[src/rtl/nvm_cmd_pkg.sv]
package nvm_cmd_pkg;

    localparam int unsigned CODE_W   = 7;
    localparam int unsigned KEY_W    = 8;
    localparam int unsigned N_OPS    = 14;
    localparam int unsigned OP_W     = $clog2(N_OPS);
    localparam logic [KEY_W-1:0] CTRL_KEY = 8'hA5;

    typedef enum logic [OP_W-1:0] {
        OP_ROW_ERASE  = 4'd0,
        OP_PAGE_WRITE = 4'd1,
        OP_CFG_ERASE  = 4'd2,
        OP_CFG_WRITE  = 4'd3,
        OP_DF_ERASE   = 4'd4,
        OP_DF_WRITE   = 4'd5,
        OP_LOCK       = 4'd6,
        OP_UNLOCK     = 4'd7,
        OP_PWR_ON     = 4'd8,
        OP_PWR_OFF    = 4'd9,
        OP_BUF_CLEAR  = 4'd10,
        OP_SEC_SET    = 4'd11,
        OP_CACHE_INV  = 4'd12,
        OP_HARD_LOCK  = 4'd13
    } op_e;

    typedef enum logic [1:0] {
        ST_IDLE = 2'd0,
        ST_HOLD = 2'd1,
        ST_RUN  = 2'd2
    } seq_e;

    typedef struct packed {
        logic known;
        op_e  op;
    } dec_t;

    function automatic dec_t decode_code(input logic [CODE_W-1:0] code);
        dec_t d;
        d.known = 1'b1;
        d.op    = OP_ROW_ERASE;
        case (code)
            7'h02:   d.op = OP_ROW_ERASE;
            7'h04:   d.op = OP_PAGE_WRITE;
            7'h05:   d.op = OP_CFG_ERASE;
            7'h06:   d.op = OP_CFG_WRITE;
            7'h1A:   d.op = OP_DF_ERASE;
            7'h1C:   d.op = OP_DF_WRITE;
            7'h40:   d.op = OP_LOCK;
            7'h41:   d.op = OP_UNLOCK;
            7'h42:   d.op = OP_PWR_ON;
            7'h43:   d.op = OP_PWR_OFF;
            7'h44:   d.op = OP_BUF_CLEAR;
            7'h45:   d.op = OP_SEC_SET;
            7'h46:   d.op = OP_CACHE_INV;
            7'h7F:   d.op = OP_HARD_LOCK;
            default: d.known = 1'b0;
        endcase
        return d;
    endfunction

    function automatic logic needs_open(input op_e op);
        return (op == OP_CFG_ERASE) || (op == OP_CFG_WRITE);
    endfunction

    function automatic logic needs_secure(input op_e op);
        return op == OP_HARD_LOCK;
    endfunction

endpackage

[src/rtl/nvm_cmd_check.sv]
module nvm_cmd_check
    import nvm_cmd_pkg::*;
(
    input  logic                       wr,
    input  logic [KEY_W+CODE_W:0]      wdata,
    input  logic                       ready,
    input  logic                       sec_active,
    output logic                       accept,
    output logic                       reject,
    output op_e                        op
);
    localparam int unsigned KEY_LSB = CODE_W + 1;

    logic key_ok;
    logic gated;
    dec_t dec;

    always_comb begin
        key_ok = (wdata[KEY_LSB +: KEY_W] == CTRL_KEY);
        dec    = decode_code(wdata[CODE_W-1:0]);
        gated  = (needs_open(dec.op) && sec_active) ||
                 (needs_secure(dec.op) && !sec_active);
        op     = dec.op;
        accept = wr && key_ok && ready && dec.known && !gated;
        reject = wr && !(key_ok && ready && dec.known && !gated);
    end
endmodule

[src/rtl/nvm_cmd_seq.sv]
module nvm_cmd_seq
    import nvm_cmd_pkg::*;
#(
    parameter int unsigned ADDR_W = 18
) (
    input  logic              clk,
    input  logic              rst,
    input  logic              accept,
    input  logic              reject,
    input  op_e               op_in,
    input  logic [CODE_W-1:0] code_in,
    input  logic [ADDR_W-1:0] addr_in,
    input  logic              mem_busy,
    input  logic              be_done,
    input  logic              err_clr,
    output logic              ready,
    output logic [N_OPS-1:0]  strobe,
    output logic [ADDR_W-1:0] cmd_addr,
    output logic              pend,
    output logic              prog_err,
    output logic [CODE_W-1:0] last_code,
    output logic              launch,
    output op_e               launch_op
);
    seq_e              state;
    op_e               op_q;
    logic [ADDR_W-1:0] addr_q;
    logic [N_OPS-1:0]  strobe_nxt;

    assign ready     = (state == ST_IDLE);
    assign launch    = (state == ST_HOLD) && !mem_busy;
    assign launch_op = op_q;
    assign cmd_addr  = addr_q;

    generate
        for (genvar i = 0; i < N_OPS; i++) begin : g_strobe
            assign strobe_nxt[i] = launch && (op_q == op_e'(i));
        end
    endgenerate

    always_ff @(posedge clk) begin
        if (rst) begin
            state <= ST_IDLE;
        end else begin
            case (state)
                ST_IDLE: if (accept)    state <= ST_HOLD;
                ST_HOLD: if (!mem_busy) state <= ST_RUN;
                ST_RUN:  if (be_done)   state <= ST_IDLE;
                default:                state <= ST_IDLE;
            endcase
        end
    end

    always_ff @(posedge clk) begin
        if (rst) begin
            op_q      <= OP_ROW_ERASE;
            addr_q    <= '0;
            last_code <= '0;
        end else if (accept) begin
            op_q      <= op_in;
            addr_q    <= addr_in;
            last_code <= code_in;
        end
    end

    always_ff @(posedge clk) begin
        if (rst) begin
            pend     <= 1'b0;
            strobe   <= '0;
            prog_err <= 1'b0;
        end else begin
            strobe <= strobe_nxt;
            if (accept)      pend <= 1'b1;
            else if (launch) pend <= 1'b0;
            if (reject)       prog_err <= 1'b1;
            else if (err_clr) prog_err <= 1'b0;
        end
    end

    assert_strobe_onehot_R1: assert property (@(posedge clk) disable iff (rst)
        $onehot0(strobe));
    assert_busy_not_ready_R4: assert property (@(posedge clk) disable iff (rst)
        (|strobe) |-> !ready);
    assert_launch_bus_idle_R5: assert property (@(posedge clk) disable iff (rst)
        (|strobe) |-> !$past(mem_busy));
    assert_pend_done_at_launch_R6: assert property (@(posedge clk) disable iff (rst)
        (|strobe) |-> !pend);
    assert_err_sticky_R12: assert property (@(posedge clk) disable iff (rst)
        (prog_err && !err_clr) |=> prog_err);
endmodule

[src/rtl/nvm_sec_state.sv]
module nvm_sec_state
    import nvm_cmd_pkg::*;
(
    input  logic clk,
    input  logic rst,
    input  logic por,
    input  logic launch,
    input  op_e  launch_op,
    output logic sec_pending,
    output logic sec_active,
    output logic hard_lock,
    output logic power_reduce
);
    logic fire;
    assign fire = launch && !rst && !por;

    // Registers that only the power-on reset clears.
    always_ff @(posedge clk) begin
        if (por) begin
            sec_pending <= 1'b0;
            hard_lock   <= 1'b0;
        end else if (fire) begin
            if (launch_op == OP_SEC_SET)   sec_pending <= 1'b1;
            if (launch_op == OP_HARD_LOCK) hard_lock   <= 1'b1;
        end
    end

    always_ff @(posedge clk) begin
        if (por)      sec_active <= 1'b0;
        else if (rst) sec_active <= sec_pending;
    end

    always_ff @(posedge clk) begin
        if (por || rst) begin
            power_reduce <= 1'b0;
        end else if (fire) begin
            if (launch_op == OP_PWR_ON)       power_reduce <= 1'b1;
            else if (launch_op == OP_PWR_OFF) power_reduce <= 1'b0;
        end
    end

    assert_sec_only_on_reset_R9: assert property (@(posedge clk) disable iff (rst || por)
        (!$past(rst) && !$past(por)) |-> $stable(sec_active));
    assert_lock_one_way_R10: assert property (@(posedge clk) disable iff (por)
        (!$past(por) && $past(hard_lock)) |-> hard_lock);
endmodule

[src/rtl/nvm_cmd_front.sv]
module nvm_cmd_front
    import nvm_cmd_pkg::*;
#(
    parameter int unsigned ADDR_W = 18
) (
    input  logic              clk,
    input  logic              rst,
    input  logic              por,
    input  logic              ctrl_wr,
    input  logic [15:0]       ctrl_wdata,
    input  logic [ADDR_W-1:0] addr_in,
    input  logic              mem_busy,
    input  logic              be_done,
    input  logic              err_clr,
    output logic [15:0]       ctrl_rdata,
    output logic              ready,
    output logic              prog_err,
    output logic [N_OPS-1:0]  cmd_strobe,
    output logic [ADDR_W-1:0] cmd_addr,
    output logic              sec_pending,
    output logic              sec_active,
    output logic              hard_lock,
    output logic              chip_erase_en,
    output logic              power_reduce
);
    logic              seq_rst;
    logic              accept;
    logic              reject;
    op_e               dec_op;
    logic              pend;
    logic [CODE_W-1:0] last_code;
    logic              launch;
    op_e               launch_op;

    assign seq_rst = rst || por;

    nvm_cmd_check u_check (
        .wr         (ctrl_wr),
        .wdata      (ctrl_wdata),
        .ready      (ready),
        .sec_active (sec_active),
        .accept     (accept),
        .reject     (reject),
        .op         (dec_op)
    );

    nvm_cmd_seq #(.ADDR_W(ADDR_W)) u_seq (
        .clk       (clk),
        .rst       (seq_rst),
        .accept    (accept),
        .reject    (reject),
        .op_in     (dec_op),
        .code_in   (ctrl_wdata[CODE_W-1:0]),
        .addr_in   (addr_in),
        .mem_busy  (mem_busy),
        .be_done   (be_done),
        .err_clr   (err_clr),
        .ready     (ready),
        .strobe    (cmd_strobe),
        .cmd_addr  (cmd_addr),
        .pend      (pend),
        .prog_err  (prog_err),
        .last_code (last_code),
        .launch    (launch),
        .launch_op (launch_op)
    );

    nvm_sec_state u_sec (
        .clk          (clk),
        .rst          (rst),
        .por          (por),
        .launch       (launch),
        .launch_op    (launch_op),
        .sec_pending  (sec_pending),
        .sec_active   (sec_active),
        .hard_lock    (hard_lock),
        .power_reduce (power_reduce)
    );

    assign chip_erase_en = !hard_lock;
    assign ctrl_rdata    = {7'b0, pend, 1'b0, last_code};

    assert_bad_key_no_start_R2: assert property (@(posedge clk) disable iff (seq_rst)
        (ctrl_wr && ctrl_wdata[15:8] != CTRL_KEY && ready) |=> (ready && prog_err));
    assert_gated_cfg_R8: assert property (@(posedge clk) disable iff (seq_rst)
        (ctrl_wr && sec_active && ready &&
         (ctrl_wdata[6:0] == 7'h05 || ctrl_wdata[6:0] == 7'h06)) |=> ready);
endmodule

[config.mk]
export PLATFORM = sky130hd
export DESIGN_NAME = nvm_cmd_front
export DESIGN_NICKNAME = d
export VERILOG_FILES = /design/src/rtl/nvm_cmd_pkg.sv /design/src/rtl/nvm_cmd_check.sv /design/src/rtl/nvm_cmd_seq.sv /design/src/rtl/nvm_sec_state.sv /design/src/rtl/nvm_cmd_front.sv
export SDC_FILE = /design/constraint.sdc
export NUM_CORES = 1
export LEC_CHECK = 0
export ABC_AREA = 1
export BUFFER_PORTS_ARGS = -buffer_cell sky130_fd_sc_hd__buf_2
export CAP_MARGIN = 25
export CELL_PAD_IN_SITES_DETAIL_PLACEMENT = 1
export CELL_PAD_IN_SITES_GLOBAL_PLACEMENT = 2
export CORE_ASPECT_RATIO = 0.5
export CORE_MARGIN = 4
export CORE_UTILIZATION = 27
export DETAILED_ROUTE_END_ITERATION = 16
export PLACE_DENSITY_LB_ADDON = 0.2
export SLEW_MARGIN = 20
export SYNTH_ARGS = -nofsm -noshare
export SYNTH_HDL_FRONTEND = slang
export SYNTH_SLANG_ARGS = --single-unit
[constraint.sdc]
create_clock -name clk -period 2.5 [get_ports clk]
set_input_delay 0 -clock clk [delete_from_list [all_inputs] [get_ports clk]]
set_output_delay 0 -clock clk [all_outputs]
set_load 0.01 [all_outputs]
# Word-level counts from Yosys, hierarchy flattened
# Cells that the tools add are included.
# W data, S select, Z words.
# classes
eq_ne,36
n_mux,12
n_reduce_logical,47
# ops
op,n
$eq A7 B7 Y1 const B,8
$pmux W4 S13,1
$eq A4 B4 Y1 const B,7
$logic_and A1 B1 Y1,27
$eq A7 B3 Y1 const B,3
$eq A4 B2 Y1 const B,4
$eq A4 B3 Y1 const B,4
$eq A7 B5 Y1 const B,2
$reduce_or A14 Y1,1
$eq A8 B8 Y1 const B,1
$eq A7 B2 Y1 const B,1
$logic_not A1 Y1,7
$mux W1,7
$mux W2,3
$ne A2 B2 Y1 const B,3
$pmux W2 S3,1
$reduce_and A2 Y1,3
$reduce_bool A2 Y1,3
$eq A4 B1 Y1 const B,1
$logic_not A4 Y1,1
$logic_or A1 B1 Y1,3
$reduce_and A3 Y1,1
$eq A2 B1 Y1 const B,1
$eq A2 B2 Y1 const B,1
$logic_not A2 Y1,1
# word_totals
register_bits,51
out_inout_bits,55

# Logic depth before layout (Yosys ltp)
# depth
depth_word,11
ltp_mapped,13
depth_no_buf,13

# Modules after synthesis
# From an unflattened synthesis, not the netlist that was laid out.
# hier_totals
hier_cells,325
hier_area_um2,2259.7
# modules_own_cells
module,instances,cells_per_inst,area_per_inst_um2,seq_area_each_um2
nvm_cmd_seq,1,194,1600.3,940.9
nvm_cmd_check,1,90,390.4,0.0
nvm_sec_state,1,27,182.7,80.1
nvm_cmd_front,1,14,86.3,0.0

# Worst setup path after synthesis
# OpenSTA, ideal clock, no wires.
# synth_path
path_type,reg-to-reg
start,register u_seq.state[0]
end,register u_seq.op_q[3] (netlist: u_seq.launch_op[3])
setup_time_ns,0.063
arrival_ns,1.424
slack_ns,1.013
stages_incl_launch_ff,9
n_path_buf,1
period_less_slack_ns,1.487
path_cell_list,dfxtp_1 -> inv_1 -> nand2_1 -> nor4_4 -> nand3_4 -> buf_6 -> o21ai_1 -> inv_1 -> nor2_2
# synth_via
elab_chain_len,4
# synth_lines
element,line_no,source
from (decl),nvm_cmd_seq.sv:25,seq_e state;
from (signal assigned),nvm_cmd_seq.sv:43,state <= ST_IDLE;
from (signal assigned),nvm_cmd_seq.sv:46,ST_IDLE: if (accept) state <= ST_HOLD;
from (signal assigned),nvm_cmd_seq.sv:47,ST_HOLD: if (!mem_busy) state <= ST_RUN;
$logic_not A2 Y1,nvm_cmd_seq.sv:30,assign ready = (state == ST_IDLE);
$logic_and A1 B1 Y1 (3 in series),nvm_cmd_check.sv:24,accept = wr && key_ok && ready && dec.known && !gated;
to (signal assigned),nvm_cmd_seq.sv:60,op_q <= op_in;
to (decl),nvm_cmd_seq.sv:26,op_e op_q;
# No other way between the ends.
# A chain may end at the register's enable or synchronous reset.

# Worst setup path after layout
# layout_path
start,register u_sec.sec_active
end,register u_seq.op_q[3] (netlist: u_seq.launch_op[3])
# layout_via
elab_chain_len,5
# layout_lines
element,line_no,source
from (decl),nvm_sec_state.sv:10,"output logic sec_active,"
from (signal assigned),nvm_sec_state.sv:30,else if (rst) sec_active <= sec_pending;
$logic_not A1 Y1,nvm_cmd_check.sv:22,(needs_secure(dec.op) && !sec_active);
$logic_and A1 B1 Y1,nvm_cmd_check.sv:22,
$logic_or A1 B1 Y1 *,nvm_cmd_check.sv:21,gated = (needs_open(dec.op) && sec_active) ||
$logic_not A1 Y1 *,nvm_cmd_check.sv:24,
$logic_and A1 B1 Y1 *,nvm_cmd_check.sv:24,
# Every way passes the cells marked *; elsewhere a longest branch is shown, timed or not.

==> run summary <==
Cells after Synth - 299
Slew HR - 0.440
Hold_sp - ctrl_wdata[2]
FMAX - 482 MHz
Max FO, Critical Path - 31
Ratio of final minimum period to clock period - 0.830
Hold crit path type - input pin to flip-flop
Antenna viol nets, final - 0
Clock Sinks - 51
Hold path cells - 3
Setup ws final - 0.426 ns
Synth warnings - 0
First-pass GRT wire length - 11300 um
Most common cell after layout, fill and taps aside - buf_2
Vias per cell - 4.55
Die width - 137 um
Vias in the first global route - 2347
Multi-input gate area - 985 sq um
Worst Setup End Kind - flip-flop
Adder-cell share of the synthesized area - 0
XOR/XNOR Fraction of Synth Area - 0
Post-synth top area share - 0.454
Initial core utilization - 0.279
FILL cells - 1022
Root buf cell - clkbuf_16
Register area - 1020 sq um
Overall routing resource usage - 0.143
CP max stage cell - o21ai_4
Row cnt - 23
Max layer used - met4
Post-CTS Setup Bufs - 0
Largest family of logic cells by synthesized area - simple AND/OR/NAND/NOR gates
Post-layout min period - 2.07 ns
Status - completed
Antenna violations before repair - 0
VDD IR-drop max - 0.278 mV
Port bufs - 86
RSZ-0062 raised after global routing - no
CTS Buf Count - 5
Wire length on met3 - 413 um
RR Endpoint - u_seq.launch_op[3]
Initial DRT Pass Iterations - 4
Startpoint Class - flip-flop
Die ar. - 9950 sq um
Clk_lat worst skew - 0.29 ns
CP peak stage delay - 0.71 ns
Least-Margin Pin Slew - 0.837 ns
CP cell instances - o21ai_4, nand3_4, nand2_1, o21ai_1, inv_1, nor2_2
Mean area per synthesized cell - 7.53 sq um
Max H-tree Level - 2
Pins over their slew limit - 0
Vias post-DR - 2350
Simple-Gate Fraction of Synth Area - 0.333
Routed WL per cell - 13.6 um
Mux cell area share after synthesis - 0.00445
Drt total wl - 7000 um
CTS tree - done
P_leak - 1.40 nW
Die H - 72.6 um
Power per cell area - 533 nW/um^2
Post-synthesis sequential area ratio - 0.454
Netlist Area Pre-Place - 2250 sq um
Compound-Gate Fraction of Synth Area - 0.0867
Placer Congestion - 0.885
Clock-pin slew on the worst setup and hold paths - 0.07 ns
Setup violators final - 0
Area leader, netlist - dfxtp_1
Ant. Diodes - 0
Final Hold Viols - 0
Place WS - 0.276 ns
Final TNS setup - 0 ns
Largest net degree at the start of global routing - 32
Setup CP Type - flip-flop to flip-flop
Final #Nets - 444
Most frequent cells in the layout - buf_2 (86), nand2_1 (63), dfxtp_1 (51)
Synth top area cells - dfxtp_1 (45%), nand2_1 (11%), nand4_1 (8.9%)
Reg2Reg Depth - 6
GRT overflow - 0
Drt initial violations - 79
Crit path required time - 2.69 ns
Ports - 96
WL met1 - 3230 um
# DRC - 0
Share of layout cells above drive strength 1 - 0.277
Reg2Reg Setup Slack - 0.43 ns
Synth unique cells - 27
Core box area - 8060 sq um
Max Clock Skew - 0.00604 ns
Worst-case clock buffer depth - 2
Max-capacitance violation count - 0
Hpwl dp - 5090 um
Area Growth Syn to Fin - 37.9%
Routed length on met2 - 3330 um
Hold endpoint - u_seq.last_code[2]
Yosys reg bits - 51
Critical Path AT - 2.27 ns
R2r startpoint - u_sec.sec_active
-- stage by stage --
step | power, mW | area, sq um | cells | hold slack (ns) | util
2_1_floorplan | 0.894 | 2280 | 306 | 0.0724 | -
3_3_place_gp | 0.931 | 2700 | 484 | 0.201 | 0.336
3_5_place_dp | 0.936 | 2720 | 485 | 0.208 | 0.337
4_1_cts | 1.69 | 3100 | 516 | 0.0232 | 0.385
5_1_grt | 1.75 | 3100 | 516 | 0.0446 | 0.385
6_report | 1.65 | 3100 | 516 | 0.0295 | 0.385
-- worst max path at each step --
stage | from | to | slack, ns
after floorplan | u_seq.state[0] | u_seq.launch_op[3] | 1.01
after global placement | ctrl_wdata[6] | u_seq.launch_op[3] | 0.31
after detailed placement | ctrl_wdata[6] | u_seq.launch_op[3] | 0.28
after CTS | u_sec.sec_active | u_seq.launch_op[3] | 0.40
after global routing | u_sec.sec_active | u_seq.launch_op[3] | 0.26
final | u_sec.sec_active | u_seq.launch_op[3] | 0.43
-- cell usage after synthesis (all sizes together) --
cell type and number:
nand2 64, o21ai 5, nand3b 1, nor2 48, mux2i 1, buf 19, conb 1, nor4 1
or2 2, o41ai 1, a21oi 30, inv 30, nor3 3, nand3 7, nand4 32, dfxtp 51
clkbuf 3
-- where the power goes --
group / internal, mW / switching [mW]
Combinational: 0.0601 / 0.0716
Clock: 0.382 / 0.328
Sequential: 0.812 / 0.000385
-- critical path: cells and delay by family (launching register included) --
family                 cells  cell delay, ns
DFF                        1            0.40
and+or+nand+nor            3            0.70
AOI/OAI and AO/OA          2            0.79
buffers and inverters      1            0.07
-- cell type report --
type | count | share of cell area
Tap cell | 112 | 0.0452
Sequential cell | 51 | 0.329
Clock inverter | 3 | 0.00927
Multi-Input combinational cell | 203 | 0.317
Timing Repair Buffer | 112 | 0.223
Inverter | 30 | 0.0363
Clock buffer | 5 | 0.0403
-- logic make-up after synthesis --
group / after synthesis
compound gates: 36
flops: 51
other cells: 1
mux: 1
simple gates: 158
buf+inv: 52
-- routing by layer --
metal,vias to the layer above,track usage
li1,1170,-
met1,1113,0.184
met2,63,0.245
met3,4,0.0422
met4,0,0.0199
met5,-,0
-- timing repair --
| action | 4_1_cts | 5_1_grt |
|---|---|---|
| hold buffers | 23 | 0 |
| gates resized for setup | 0 | 0 |
| hold endpoints to repair | 24 | 0 |
| setup endpoints to repair | 0 | 0 |
-- sequential cells by signal (all words and copies together) (netlist names) --
signal	cells
u_sec.hard_lock	1
u_sec.sec_active	1
u_seq.strobe	14
u_seq.launch_op	4
u_sec.sec_pending	1
u_seq.cmd_addr	18
u_sec.power_reduce	1
u_seq.prog_err	1
u_seq.last_code	7
u_seq.pend	1
u_seq.state	2
Note: power is estimated with default switching activity, not from simulation.
